===== config.mk =====
export PLATFORM = sky130hd
export DESIGN_NAME = md_unit
export DESIGN_NICKNAME = d
export VERILOG_FILES = /design/src/rtl/md_pkg.sv /design/src/rtl/md_mul_comb.sv /design/src/rtl/md_div_iter.sv /design/src/rtl/md_unit.sv
export SDC_FILE = /design/constraint.sdc
export NUM_CORES = 2
export LEC_CHECK = 0
export BUFFER_PORTS_ARGS = -buffer_cell sky130_fd_sc_hd__buf_2
export CAP_MARGIN = 5
export CELL_PAD_IN_SITES_DETAIL_PLACEMENT = 2
export CELL_PAD_IN_SITES_GLOBAL_PLACEMENT = 2
export CORE_UTILIZATION = 45
export DETAILED_ROUTE_END_ITERATION = 10
export PLACE_DENSITY = 0.9
export SYNTH_ARGS = -nofsm -noshare
export SYNTH_HDL_FRONTEND = slang
export SYNTH_SLANG_ARGS = --single-unit

===== constraint.sdc =====
create_clock -name clk -period 5.4 [get_ports clk]
set_input_delay 0 -clock clk [delete_from_list [all_inputs] [get_ports clk]]
set_output_delay 0 -clock clk [all_outputs]
set_load 0.03 [all_outputs]

===== src/rtl/md_pkg.sv =====
package md_pkg;
  typedef enum logic [2:0] {
    MD_MUL_LO  = 3'd0,
    MD_MUL_HSS = 3'd1,
    MD_MUL_HSU = 3'd2,
    MD_MUL_HUU = 3'd3,
    MD_DIV_S   = 3'd4,
    MD_DIV_U   = 3'd5,
    MD_REM_S   = 3'd6,
    MD_REM_U   = 3'd7
  } md_op_e;
endpackage


===== src/rtl/md_mul_comb.sv =====
module md_mul_comb import md_pkg::*; #(
  parameter int W = 32
) (
  input  md_op_e       op,
  input  logic [W-1:0] a,
  input  logic [W-1:0] b,
  output logic [W-1:0] prod
);
  localparam int PW = 2 * W;

  // Sign-extend each operand to double width as the code asks, multiply,
  // keep the requested half.
  function automatic logic [W-1:0] pick_half(input md_op_e o, input logic [W-1:0] x,
                                             input logic [W-1:0] y);
    logic         xs, ys;
    logic [PW-1:0] ex, ey, full;
    xs   = (o == MD_MUL_HSS) || (o == MD_MUL_HSU);
    ys   = (o == MD_MUL_HSS);
    ex   = {{W{xs & x[W-1]}}, x};
    ey   = {{W{ys & y[W-1]}}, y};
    full = ex * ey;
    return (o == MD_MUL_LO) ? full[W-1:0] : full[PW-1:W];
  endfunction

  assign prod = pick_half(op, a, b);
endmodule


===== src/rtl/md_div_iter.sv =====
module md_div_iter #(
  parameter int W = 32
) (
  input  logic         clk,
  input  logic         rst_n,
  input  logic         load,
  input  logic [W-1:0] dvd_mag,
  input  logic [W-1:0] dvs_mag,
  output logic [W-1:0] quo,
  output logic [W-1:0] rem,
  output logic         fin
);
  localparam int CW = $clog2(W + 1);
  localparam logic [CW-1:0] STEPS = CW'(W);

  logic [W-1:0]  quo_q, rem_q, dvs_q;
  logic [CW-1:0] cnt_q;
  logic          run_q, fin_q;
  logic [W:0]    rem_sh, diff;
  logic          fits;

  // One restoring step: shift in the next dividend bit, subtract when it fits.
  assign rem_sh = {rem_q, quo_q[W-1]};
  assign diff   = rem_sh - {1'b0, dvs_q};
  assign fits   = ~diff[W];

  always_ff @(posedge clk or negedge rst_n) begin
    if (!rst_n) begin
      quo_q <= '0; rem_q <= '0; dvs_q <= '0;
      cnt_q <= '0; run_q <= 1'b0; fin_q <= 1'b0;
    end else if (load) begin
      quo_q <= dvd_mag; rem_q <= '0; dvs_q <= dvs_mag;
      cnt_q <= STEPS; run_q <= 1'b1; fin_q <= 1'b0;
    end else if (run_q) begin
      rem_q <= fits ? diff[W-1:0] : rem_sh[W-1:0];
      quo_q <= {quo_q[W-2:0], fits};
      cnt_q <= cnt_q - 1'b1;
      run_q <= (cnt_q != CW'(1));
      fin_q <= (cnt_q == CW'(1));
    end else begin
      fin_q <= 1'b0;
    end
  end

  assign quo = quo_q;
  assign rem = rem_q;
  assign fin = fin_q;


  nonzero_dvs_chk: assert property (@(posedge clk) disable iff (!rst_n)
    load |-> (dvs_mag != '0));

  fin_ends_run_chk: assert property (@(posedge clk) disable iff (!rst_n)
    fin_q |-> !run_q);

  run_cnt_chk: assert property (@(posedge clk) disable iff (!rst_n)
    run_q |-> (cnt_q != '0));
endmodule


===== src/rtl/md_unit.sv =====
module md_unit import md_pkg::*; #(
  parameter int W = 32
) (
  input  logic         clk,
  input  logic         rst_n,
  input  logic         start,
  input  logic [2:0]   op,
  input  logic [W-1:0] opnd_a,
  input  logic [W-1:0] opnd_b,
  output logic [W-1:0] result,
  output logic         done,
  output logic         busy
);
  localparam logic [W-1:0] MIN_NEG = {1'b1, {(W-1){1'b0}}};

  function automatic logic [W-1:0] magnitude(input logic [W-1:0] x, input logic sgn);
    return (sgn && x[W-1]) ? (~x + 1'b1) : x;
  endfunction

  function automatic logic [W-1:0] apply_sign(input logic [W-1:0] x, input logic neg);
    return neg ? (~x + 1'b1) : x;
  endfunction

  md_op_e       op_e;
  logic         accept, is_div, div_sgn, want_rem, by_zero, ovf, special, div_load;
  logic [W-1:0] mul_res, special_res, dvd_mag, dvs_mag, core_quo, core_rem;
  logic         div_fin;
  logic [W-1:0] result_q;
  logic         done_q, busy_q, rem_sel_q, qneg_q, rneg_q;

  // Named events used by the control and the assertions.
  assign op_e     = md_op_e'(op);
  assign accept   = start && !busy_q;
  assign is_div   = op[2];
  assign div_sgn  = !op[0];
  assign want_rem = op[1];
  assign by_zero  = (opnd_b == '0);
  assign ovf      = div_sgn && (opnd_a == MIN_NEG) && (opnd_b == '1);
  assign special  = by_zero || ovf;
  assign div_load = accept && is_div && !special;

  assign special_res = by_zero ? (want_rem ? opnd_a : '1)
                               : (want_rem ? '0 : opnd_a);
  assign dvd_mag = magnitude(opnd_a, div_sgn);
  assign dvs_mag = magnitude(opnd_b, div_sgn);

  md_mul_comb #(.W(W)) u_mul (
    .op(op_e), .a(opnd_a), .b(opnd_b), .prod(mul_res)
  );

  md_div_iter #(.W(W)) u_div (
    .clk(clk), .rst_n(rst_n), .load(div_load),
    .dvd_mag(dvd_mag), .dvs_mag(dvs_mag),
    .quo(core_quo), .rem(core_rem), .fin(div_fin)
  );

  always_ff @(posedge clk or negedge rst_n) begin
    if (!rst_n) begin
      result_q <= '0; done_q <= 1'b0; busy_q <= 1'b0;
      rem_sel_q <= 1'b0; qneg_q <= 1'b0; rneg_q <= 1'b0;
    end else if (accept) begin
      if (!is_div) begin
        result_q <= mul_res;
        done_q   <= 1'b1;
      end else if (special) begin
        result_q <= special_res;
        done_q   <= 1'b1;
      end else begin
        busy_q    <= 1'b1;
        done_q    <= 1'b0;
        rem_sel_q <= want_rem;
        qneg_q    <= div_sgn && (opnd_a[W-1] ^ opnd_b[W-1]);
        rneg_q    <= div_sgn && opnd_a[W-1];
      end
    end else if (div_fin) begin
      result_q <= rem_sel_q ? apply_sign(core_rem, rneg_q)
                            : apply_sign(core_quo, qneg_q);
      done_q   <= 1'b1;
      busy_q   <= 1'b0;
    end else begin
      done_q <= 1'b0;
    end
  end

  assign result = result_q;
  assign done   = done_q;
  assign busy   = busy_q;


  done_src_chk: assert property (@(posedge clk) disable iff (!rst_n)
    done_q |-> ($past(accept) || $past(div_fin)));

  result_hold_chk: assert property (@(posedge clk) disable iff (!rst_n)
    (!accept && !div_fin) |=> $stable(result_q));

  busy_done_chk: assert property (@(posedge clk) disable iff (!rst_n)
    busy_q |-> !done_q);

  ignore_start_chk: assert property (@(posedge clk) disable iff (!rst_n)
    (busy_q && !div_fin) |=> busy_q);

  fast_path_chk: assert property (@(posedge clk) disable iff (!rst_n)
    (accept && (!is_div || special)) |=> (done_q && !busy_q));
endmodule


==> impl_metrics.json, run 1 <==
{
  "run_status": "did not finish",
  "stop_stage": "clock tree synthesis",
  "error": "[ERROR DPL-0033] detailed placement checks failed during check placement.",
  "synth.largest_area_cell": "fa_1",
  "holdBufCountCts": 1,
  "postCtsSetupBuffers": 80,
  "synth_edf_count": 0,
  "num_rows": 121,
  "fp.dieW_um": 334.8,
  "die_y_um": 334.8,
  "yosys-top-cells-count": "1239 x inv_1, 1126 x fa_1, 953 x nand2_1, 310 x and2_1, 264 x clkbuf_1",
  "yosysMostFrequentCell": "inv_1",
  "yosys_warnings": 0,
  "synth_area_um2": 49850,
  "yosys_register_bits": 141,
  "synth.distinct_cells": 85,
  "syn_nets": 7211,
  "cts_resized": 560,
  "synth_area_leaders": "fa_1 45%, inv_1 9.3%, nand2_1 7.2%, dfrtp_1 7.1%, ha_1 6.3%",
  "yosys.area.top_type_share": 0.4522,
  "syn_inst": 5763,
  "ys_async_sr_fraction": 1.000,
  "portBuffers": 103,
  "yosysSeqAreaShare": 0.07078,
  "cts-buffers-inserted": 17,
  "hpwl_mm": 248.6,
  "synth-main-ff-cell": "dfrtp_1",
  "io-pin-count": 104,
  "htree_levels": 4,
  "gp_congestion": 0.9834,
  "dp_slack_ps": -3684,
  "cts_sinks": 141,
  "syn_avg_cell_area_um2": 8.650,
  "clk_root_buffer_cell": "clkbuf_16",
  "start_util": 0.4561,
  "cts_buffer_depth": 2
}
[through the flow]
| stage | utilization | hold slack [ps] | instance area (µm²) | std cells |
|---|---|---|---|---|
| after floorplan | - | -295.6 | 51460 | 5763 |
| after detailed placement | 0.5162 | 153.1 | 56430 | 7576 |
| after global placement | 0.5162 | 157.7 | 56430 | 7576 |
[cells by family after synthesis]
family                     Yosys count  synth area share
muxes                               64           0.01293
AOI/OAI and AO/OA                  699           0.08832
DFF                                141           0.07078
buffers and inverters             1615            0.1226
adders and majority gates         1378            0.5154
xor gates and xnor gates           213           0.03742
and+or+nand+nor                   1653            0.1525
==> run 2, diff against run 1 <==
CELL_PAD_IN_SITES_DETAIL_PLACEMENT = default   (was 2)
CELL_PAD_IN_SITES_GLOBAL_PLACEMENT = default   (was 2)
CORE_UTILIZATION = 40   (was 45)
PLACE_DENSITY = default   (was 0.9)
PLACE_DENSITY_LB_ADDON = 0.15   (was default)
==> run 2 against run 1 <==
  * The flow now finishes, with violations (negative setup slack)
  * Area after synthesis is the same
  * Synthesized cell count is the same
==> impl_metrics.json, run 2 <==
{
  "run_status": "finished with violations",
  "violations": "negative setup slack",
  "synthSimpleGateAreaFrac": 0.1525,
  "yosysSeqAreaShare": 0.07078,
  "hold_viol": 0,
  "cts-buffers-inserted": 17,
  "worst-slew-pin-transition_ps": 1356,
  "portBuffers": 103,
  "cts_buffer_depth": 2,
  "avgRoutedWirePerCell_um": 22.79,
  "gp_congestion": 0.9361,
  "grt_pass1_vias": 42920,
  "yosys_register_bits": 141,
  "relSlewSlack": 0.09382,
  "synth_edf_count": 0,
  "final_util": 0.4871,
  "synth_compound_area_frac": 0.08832,
  "synth_area_um2": 49850,
  "fin_setup_tns_ps": -47440,
  "timing.critical_path.mode_cell": "fa_1",
  "htree_levels": 4,
  "die_y_um": 355.0,
  "mostFrequentLayoutCell": "inv_1",
  "syn_avg_cell_area_um2": 8.650,
  "synthMuxAreaShare": 0.01293,
  "synth-main-ff-cell": "dfrtp_1",
  "drtPass1Iterations": 6,
  "core_um2": 123600,
  "drc": 0,
  "grt_antenna_before_repair": 12,
  "fp.dieW_um": 355.0,
  "crit_type": "in -> reg",
  "place_inst": 7741,
  "io-pin-count": 104,
  "cp_max_fo": 8,
  "start_kind": "input port",
  "synth.distinct_cells": 85,
  "skew_ps": 16.94,
  "ys_async_sr_fraction": 1.000,
  "via_count": 41010,
  "final.setup.worst_slack_ps": -1780,
  "final_cell_mix": "1212 x inv_1, 1080 x fa_1, 926 x nand2_1",
  "clk_pin_slew_ps": 60,
  "drv_slew": 0,
  "yosys.area.top_type_share": 0.4522,
  "yosys.area_share.adder": 0.5154,
  "synth_xor_area_frac": 0.03742,
  "routed_wl_mm": 179.1,
  "area_delta_synth_final_pct": 20.80,
  "grt_pass1_wl_mm": 273.7,
  "viasPerCell": 5.217,
  "crit_path_max_incr_delay_ps": 590,
  "setup_viol": 32,
  "clk_latency_ps": 450,
  "critPathRequiredTime_ps": 5740,
  "drt_iter0_drc": 3255,
  "clk_root_buffer_cell": "clkbuf_16",
  "yosys_warnings": 0,
  "hpwl_mm": 150.2,
  "fin_nets": 7651,
  "syn_nets": 7211,
  "synth_top_family_by_area": "adder cells",
  "yosysMostFrequentCell": "inv_1",
  "yosys-top-cells-count": "1239 x inv_1, 1126 x fa_1, 953 x nand2_1, 310 x and2_1, 264 x clkbuf_1",
  "min_path_type": "in -> reg",
  "grt_usage": 0.2897,
  "synth.largest_area_cell": "fa_1",
  "cts_tree": "done",
  "stdcell_count": 7860,
  "synth_area_leaders": "fa_1 45%, inv_1 9.3%, nand2_1 7.2%, dfrtp_1 7.1%, ha_1 6.3%",
  "drive_above_1_share": 0.1857,
  "cp.arrival_ps": 7520,
  "timing.final.crit_share": 1.330,
  "cap_violations": 0,
  "grt-ovfl-total": 0,
  "final.min_clock_period_ps": 7180,
  "num_rows": 129,
  "syn_inst": 5763,
  "critPathCaptureType": "flip-flop",
  "die_area_um2": 126000,
  "fillers": 12090,
  "start_util": 0.4032,
  "grt_max_degree": 78,
  "max_freq_ghz": 0.1393,
  "rsz0062_at_grt": "true",
  "postRouteAntennaNets": 0,
  "cts_sinks": 141,
  "slowest_stage": "fa_2"
}
## run 2: cell counts after synthesis
Identical to the previous run, type by type.
## run 2: path summary, 6_finish.rpt
path	from	to	slack, ps	cells past startpoint
max	op[1]	result[29]	-1780	29
min	opnd_b[0]	u_div.dvs_q[0]	80	4
max reg2reg	u_div.quo[31]	u_div.rem[7]	830	15
min reg2reg	u_div.dvs_q[25]	u_div.dvs_q[25]	480	2
max in group asynchronous	rst_n	u_div.quo[0]	3680	3
min in group asynchronous	rst_n	u_div.cnt_q[1]	160	2
## run 2: timing repair
item	4_1_cts	5_1_grt
gates resized for setup	319	99
setup buffers	63	14
gates cloned	8	0
hold buffers	3	0
hold endpoints to repair	70	0
pin swaps	201	102
setup endpoints to repair	32	32
## run 2: routing by layer
metal	up-vias	wire length, µm	track usage
met5	-	0	0
met4	0	6270	0.08422
met3	209	11720	0.03949
met2	1347	82470	0.4681
met1	21200	78680	0.4052
li1	18250	-	-
## run 2: kinds of logic after synthesis
family,Yosys count
adders and majority gates,1378
AOI/OAI and AO/OA,699
muxes,64
and+or+nand+nor,1653
DFF,141
buffers and inverters,1615
xor gates and xnor gates,213
## run 2: final cells by class
| type | count | area [µm²] | share of cell area |
|---|---|---|---|
| well taps | 1637 | 2048 | 0.03401 |
| inverters | 1240 | 4673 | 0.07760 |
| multi-input cells | 4007 | 41810 | 0.6943 |
| repair buffers | 796 | 7584 | 0.1259 |
| diodes | 8 | 20.02 | 0.0003324 |
| flip-flops and latches | 141 | 3532 | 0.05865 |
| clock buffers | 21 | 460.4 | 0.007646 |
| clock inverters | 10 | 93.84 | 0.001558 |
## run 2: worst max-delay path: cells and delay by family
family                     cells  cell delay [ps]
xor gates and xnor gates       2              250
AOI/OAI and AO/OA              3              800
and+or+nand+nor                5              890
buffers and inverters         10             1190
adders and majority gates      9             4360
## run 2: stage by stage
step	cell area, µm²	worst slack [ps]	hold WS [ps]
2_1_floorplan	51460	-2493	-295.6
3_5_place_dp	56980	-2656	82.18
3_3_place_gp	56980	-2623	82.53
6_report	60220	-1780	83.12
5_1_grt	60210	-1970	93.66
4_1_cts	59670	-1730	58.77
Power of run 2 is not shown: default switching activity piles up to over one toggle a cycle in this logic, so the estimate is an artifact.
